[config.mk]
export PLATFORM = sky130hd
export DESIGN_NAME = irq_entry_ctrl
export DESIGN_NICKNAME = d
export VERILOG_FILES = /design/src/rtl/irq_pkg.sv /design/src/rtl/irq_nmi_latch.sv /design/src/rtl/irq_arbiter.sv /design/src/rtl/irq_vec_fetch.sv /design/src/rtl/irq_entry_ctrl.sv
export SDC_FILE = /design/constraint.sdc
export NUM_CORES = 1
export LEC_CHECK = 0
export BUFFER_PORTS_ARGS = -buffer_cell sky130_fd_sc_hd__buf_4
export CORE_MARGIN = 1
export CORE_UTILIZATION = 30
export DETAILED_ROUTE_END_ITERATION = 8
export PLACE_DENSITY = 0.48
export SLEW_MARGIN = 20
export SYNTH_ARGS = -nofsm -noshare
export SYNTH_HDL_FRONTEND = slang
export SYNTH_HIERARCHICAL = 1
export SYNTH_SLANG_ARGS = --single-unit
[constraint.sdc]
create_clock -name clk -period 3.35 [get_ports clk]
set_clock_uncertainty 0.1 [all_clocks]
set_input_delay 0.67 -clock clk [delete_from_list [all_inputs] [get_ports clk]]
set_output_delay 0.67 -clock clk [all_outputs]
set_load 0.05 [all_outputs]
[src/rtl/irq_pkg.sv]
package irq_pkg;
  localparam int unsigned TYPE_W   = 8;
  localparam int unsigned WORD_W   = 16;
  localparam int unsigned ADDR_W   = WORD_W + 4;
  localparam int unsigned NMI_TYPE = 2;
  localparam logic [WORD_W-1:0] RESET_CS = '1;
  localparam logic [WORD_W-1:0] RESET_IP = '0;

  typedef enum logic [2:0] {
    ST_IDLE,
    ST_ACK1,
    ST_ACK2,
    ST_RD_OFF,
    ST_WT_OFF,
    ST_RD_SEG,
    ST_WT_SEG
  } entry_st_t;
endpackage

[src/rtl/irq_nmi_latch.sv]
module irq_nmi_latch #(
  parameter int unsigned GUARD_CYC = 2
) (
  input  logic clk,
  input  logic rst_n,
  input  logic nmi_pin,
  input  logic clr,
  output logic pend
);
  localparam int unsigned CNT_W = $clog2(GUARD_CYC + 1);

  logic [CNT_W-1:0] guard_cnt;
  logic             nmi_prev;
  logic             armed;
  logic             edge_seen;

  assign armed     = (guard_cnt == CNT_W'(GUARD_CYC));
  assign edge_seen = nmi_pin & ~nmi_prev;

  always_ff @(posedge clk or negedge rst_n) begin
    if (!rst_n) begin
      guard_cnt <= '0;
      nmi_prev  <= 1'b0;
      pend      <= 1'b0;
    end else begin
      nmi_prev <= nmi_pin;
      if (!armed) guard_cnt <= guard_cnt + 1'b1;
      pend <= (pend & ~clr) | (edge_seen & armed);
    end
  end


  nmi_guard_chk: assert property (@(posedge clk) disable iff (!rst_n)
    !armed |=> !pend);
endmodule

[src/rtl/irq_arbiter.sv]
module irq_arbiter (
  input  logic clk,
  input  logic rst_n,
  input  logic intr_lvl,
  input  logic ien_flag,
  input  logic insn_end,
  input  logic idle,
  input  logic nmi_pend,
  output logic take_nmi,
  output logic take_intr
);
  logic intr_q;

  always_ff @(posedge clk or negedge rst_n) begin
    if (!rst_n) intr_q <= 1'b0;
    else        intr_q <= intr_lvl;
  end

  always_comb begin
    take_nmi  = insn_end & idle & nmi_pend;
    take_intr = insn_end & idle & ~nmi_pend & intr_q & ien_flag;
  end


  intr_window_chk: assert property (@(posedge clk) disable iff (!rst_n)
    take_intr |-> $past(intr_lvl));
endmodule

[src/rtl/irq_vec_fetch.sv]
module irq_vec_fetch
  import irq_pkg::*;
#(
  parameter int unsigned TW = TYPE_W,
  parameter int unsigned DW = WORD_W,
  parameter int unsigned AW = ADDR_W,
  parameter int unsigned NMI_T = NMI_TYPE
) (
  input  logic          clk,
  input  logic          rst_n,
  input  logic          take_nmi,
  input  logic          take_intr,
  output logic          ack_valid,
  output logic          ack_second,
  input  logic          ack_ready,
  input  logic [TW-1:0] ack_type,
  output logic          rd_valid,
  output logic [AW-1:0] rd_addr,
  input  logic          rd_ready,
  input  logic          rsp_valid,
  input  logic [DW-1:0] rsp_data,
  output logic          vec_valid,
  output logic [DW-1:0] cs_o,
  output logic [DW-1:0] ip_o,
  output logic          idle
);
  localparam int unsigned TBL_W = TW + 2;

  entry_st_t     st;
  logic [AW-1:0] vec_q;
  logic [DW-1:0] off_q;

  always_ff @(posedge clk or negedge rst_n) begin
    if (!rst_n) begin
      st        <= ST_IDLE;
      vec_q     <= '0;
      off_q     <= '0;
      cs_o      <= RESET_CS;
      ip_o      <= RESET_IP;
      vec_valid <= 1'b0;
    end else begin
      vec_valid <= 1'b0;
      unique case (st)
        ST_IDLE: begin
          if (take_nmi) begin
            vec_q <= AW'(NMI_T) << 2;
            st    <= ST_RD_OFF;
          end else if (take_intr) begin
            st <= ST_ACK1;
          end
        end
        ST_ACK1: if (ack_ready) st <= ST_ACK2;
        ST_ACK2: begin
          if (ack_ready) begin
            vec_q <= AW'({ack_type, 2'b00});
            st    <= ST_RD_OFF;
          end
        end
        ST_RD_OFF: if (rd_ready) st <= ST_WT_OFF;
        ST_WT_OFF: begin
          if (rsp_valid) begin
            off_q <= rsp_data;
            st    <= ST_RD_SEG;
          end
        end
        ST_RD_SEG: if (rd_ready) st <= ST_WT_SEG;
        ST_WT_SEG: begin
          if (rsp_valid) begin
            cs_o      <= rsp_data;
            ip_o      <= off_q;
            vec_valid <= 1'b1;
            st        <= ST_IDLE;
          end
        end
        default: st <= ST_IDLE;
      endcase
    end
  end

  always_comb begin
    idle       = (st == ST_IDLE);
    ack_valid  = (st == ST_ACK1) || (st == ST_ACK2);
    ack_second = (st == ST_ACK2);
    rd_valid   = (st == ST_RD_OFF) || (st == ST_RD_SEG);
    rd_addr    = (st == ST_RD_SEG) ? vec_q + AW'(2) : vec_q;
  end


  ack_hold_chk: assert property (@(posedge clk) disable iff (!rst_n)
    (ack_valid && !ack_ready) |=> (ack_valid && $stable(ack_second)));


  rd_hold_chk: assert property (@(posedge clk) disable iff (!rst_n)
    (rd_valid && !rd_ready) |=> (rd_valid && $stable(rd_addr)));


  rd_range_chk: assert property (@(posedge clk) disable iff (!rst_n)
    rd_valid |-> (rd_addr >> TBL_W) == '0);


  vec_pulse_chk: assert property (@(posedge clk) disable iff (!rst_n)
    vec_valid |=> !vec_valid);
endmodule

[src/rtl/irq_entry_ctrl.sv]
module irq_entry_ctrl
  import irq_pkg::*;
#(
  parameter int unsigned TW        = TYPE_W,
  parameter int unsigned DW        = WORD_W,
  parameter int unsigned GUARD_CYC = 2,
  parameter int unsigned NMI_T     = NMI_TYPE
) (
  input  logic               clk,
  input  logic               rst_n,
  input  logic               intr_lvl,
  input  logic               nmi_pin,
  input  logic               ien_flag,
  input  logic               insn_end,
  output logic               busy,
  output logic               ack_valid,
  output logic               ack_second,
  input  logic               ack_ready,
  input  logic [TW-1:0]      ack_type,
  output logic               rd_valid,
  output logic [DW+4-1:0]    rd_addr,
  input  logic               rd_ready,
  input  logic               rsp_valid,
  input  logic [DW-1:0]      rsp_data,
  output logic               vec_valid,
  output logic [DW-1:0]      new_cs,
  output logic [DW-1:0]      new_ip,
  output logic [DW+4-1:0]    phys_addr
);
  localparam int unsigned AW = DW + 4;

  logic nmi_pend;
  logic take_nmi;
  logic take_intr;
  logic idle;

  irq_nmi_latch #(.GUARD_CYC(GUARD_CYC)) u_nmi (
    .clk     (clk),
    .rst_n   (rst_n),
    .nmi_pin (nmi_pin),
    .clr     (take_nmi),
    .pend    (nmi_pend)
  );

  irq_arbiter u_arb (
    .clk       (clk),
    .rst_n     (rst_n),
    .intr_lvl  (intr_lvl),
    .ien_flag  (ien_flag),
    .insn_end  (insn_end),
    .idle      (idle),
    .nmi_pend  (nmi_pend),
    .take_nmi  (take_nmi),
    .take_intr (take_intr)
  );

  irq_vec_fetch #(.TW(TW), .DW(DW), .AW(AW), .NMI_T(NMI_T)) u_fetch (
    .clk        (clk),
    .rst_n      (rst_n),
    .take_nmi   (take_nmi),
    .take_intr  (take_intr),
    .ack_valid  (ack_valid),
    .ack_second (ack_second),
    .ack_ready  (ack_ready),
    .ack_type   (ack_type),
    .rd_valid   (rd_valid),
    .rd_addr    (rd_addr),
    .rd_ready   (rd_ready),
    .rsp_valid  (rsp_valid),
    .rsp_data   (rsp_data),
    .vec_valid  (vec_valid),
    .cs_o       (new_cs),
    .ip_o       (new_ip),
    .idle       (idle)
  );

  assign busy      = ~idle;
  assign phys_addr = AW'({new_cs, 4'b0000}) + AW'(new_ip);


  busy_ignore_chk: assert property (@(posedge clk) disable iff (!rst_n)
    (busy && insn_end && !vec_valid) |=> !(ack_valid && !$past(ack_valid)));
endmodule

==> qor.csv <==
metric,value,unit
status,"finished, violations left",
violations,design-rule violations,
grt_pass1_vias,2636,
synth-seq-cells,65,
yosysTopAreaCell,dfrtp_1,
max_freq,306.0,MHz
grt_max_degree,66,
syn_to_final_growth,33.06,%
clock_latency,330,ps
diodes,0,
finalMaxSlewViolations,0,
clockBufferDepth,2,
seq_area,0.001647,mm2
cp-start-kind,flop,
grt_pass1_wl,13740,um
syn_inst,293,
die-area,0.01256,mm2
layout.cells.non_filler,539,
drc_errors,6,
synth_area_leaders,"dfrtp_1 (34%), mux2_4 (12%), dfstp_2 (12%), mux2_2 (6.8%), ha_1 (4.5%)",
die-height,112.1,um
multi_input_area,0.001814,mm2
gp_congestion,0.7825,
nets,438,
die_w,112.1,um
fin_crit,3267,ps
worst_pin_slew,833.5,ps
cpLargestDelayFamily,compound AO/OA/AOI/OAI gates,
worst-path-max-fanout,6,
timing_hold_violations_final,0,
overflow,0,
h-tree-depth,3,
post-route-util,41.63,%
clock_sinks,65,
placed_cells,520,
fin_ws,82.54,ps
slowest_stage,dfstp_2,
synth_top_area_share,33.75,%
synth.distinct_cells,54,
routedWlPerCell,15.55,um
syn_area,0.003633,mm2
ys.flop_type,dfrtp_1,
drv_cap,0,
syn_area_per_cell,12.40,um2
start_util,31.29,%
synth_edf_count,0,
preCtsSetupSlack,304.1,ps
drt-total-wl,8384,um
worstSetupPathType,flop to output port,
ys_async_sr_fraction,100.0,%
core_area,0.01161,mm2
pin_count,110,
clkTransAtPathRegs,60,ps
drive_gt1_share,51.01,%
cts_tree,built,
vias,2557,
max_slew_margin,44.43,%
dpl.hpwl,5918,um
drt-initial-drc-count,78,
num-fill-cells,1120,
max_stage_delay,550,ps
clock-root-buffer,clkbuf_16,
cp.arrival,2500,ps
path_cells,ha_1 -> a21oi_2 -> o211ai_1 -> and2_1 -> o311ai_1 -> buf_4,
final_antenna_net_count,0,
yosysWarnings,6,
required,2580,ps
rows,39,
yosysSeqAreaShare,45.32,%
drt-pass1-iter-count,8,
rsz0062_at_grt,yes,
antenna_found_initial,0,
finalCritPeriodShare,97.54,%
vias_per_cell,4.744,
holdCritPathClass,primary input to asynchronous set/reset pin,
cts_buffers,9,
setup_viol,0,
port_buffers,98,
path_buf_inv,1,
cp-end-kind,output port,
gr-usage-all-layers,14.15,%
-- cells by family (layout without fill, tap and decap cells) --
logic type               after synthesis  count (layout)  share of synthesized area (%)
AO/OA/AOI/OAI                         52              52                          11.74
XOR/XNOR                              11              11                          2.651
adder cells (fa/ha/maj)               14              14                          5.028
buffers and inverters                 37             130                          6.680
flip-flops                            65              65                          45.32
multiplexers                          53              53                          19.35
other                                  1              11                         0.1032
AND/OR/NAND/NOR                       60              60                          9.125
-- worst paths after layout --
| path | start | endpoint | slack [ps] | depth (start not counted) |
|---|---|---|---|---|
| min reg2reg | u_nmi/nmi_prev$_DFF_PN0_ | u_nmi/pend$_DFF_PN0_ | 340 | 1 |
| max reg2reg | u_fetch/st[1]$_DFFE_PN0P_ | u_fetch/vec_q[5]$_DFFE_PN0P_ | 1380 | 5 |
| max | u_fetch/cs_o[6]$_DFFE_PN1P_ | phys_addr[17] | 80 | 6 |
| min in group clk | u_nmi/nmi_prev$_DFF_PN0_ | u_nmi/pend$_DFF_PN0_ | 340 | 1 |
| min | rst_n | u_fetch/vec_q[5]$_DFFE_PN0P_ | 330 | 1 |
| max in group asynchronous | rst_n | u_fetch/ip_o[14]$_DFFE_PN0P_ | 2260 | 1 |
-- synthesized netlist by cell type (6+ instances only) --
library cell  count
dfrtp_1          49
mux2_4           29
mux2_2           22
dfstp_2          16
buf_4            15
a21oi_1          14
ha_1             13
nand2_1          12
inv_1            11
nor2_1           10
a22o_1            7
nand3_1           7
xnor2_1           7
buf_6             6
-- metrics by stage --
step | cell area [um2] | TNS, ps | hold WS [ps]
after global routing | 4835 | -39.64 | 327.4
after global placement | 4424 | 0 | 331.5
final | 4835 | 0 | 330.2
after detailed placement | 4424 | 0 | 332.5
after CTS | 4815 | -9.878 | 331.4
after floorplan | 3684 | -553.1 | 274.4
-- area by class of cell --
cell class,count,area share [%]
clock buffers,12,5.512
clock inverters,4,2.019
inverters,11,0.8540
repair buffers,103,16.33
flip-flops and latches,65,34.06
multi-input cells,201,37.53
well taps,143,3.701
-- metal layers --
metal	up-vias	part of all wire, %	global-route usage (%)
li1	1237	-	-
met1	1232	47	18.83
met2	83	47	21.86
met3	5	6.3	5.184
met4	0	0.48	3.467
met5	-	0	0
-- placed cells by master, fill, tap and decap left out, drive strengths merged, types with 4 or more instances in the layout --
cell type,netlist,final
ha,13,13
nor2,10,10
xor2,4,4
a21oi,15,15
nand2,12,12
conb,1,11
nor3,5,5
dfstp,16,16
xnor2,7,7
mux2,51,51
nand2b,5,5
o21ai,4,4
dfrtp,49,49
clkbuf,2,12
a22o,7,7
and3,4,4
nand4,4,4
a21o,5,5
buf,24,103
nand3,7,7
inv,11,11
-- what timing repair did --
item,in CTS,in global routing
hold buffers,0,0
resized for setup,2,4
pin swaps,2,3
setup buffers,3,0
endpoints found under the setup margin,3,6
endpoints found under the hold margin,0,0
-- sequential cells by signal, summed over array words and instances, names as in the netlist --
name / cells
u_arb/intr_q: 1
u_fetch/cs_o: 16
u_fetch/ip_o: 16
u_fetch/off_q: 16
u_fetch/st: 3
u_fetch/vec_q: 8
u_fetch/vec_valid: 1
u_nmi/guard_cnt: 2
u_nmi/nmi_prev: 1
u_nmi/pend: 1
Power is left out: the tool's default activity adds up to more than one toggle a clock period on the data nets, which glitch-free logic cannot reach.
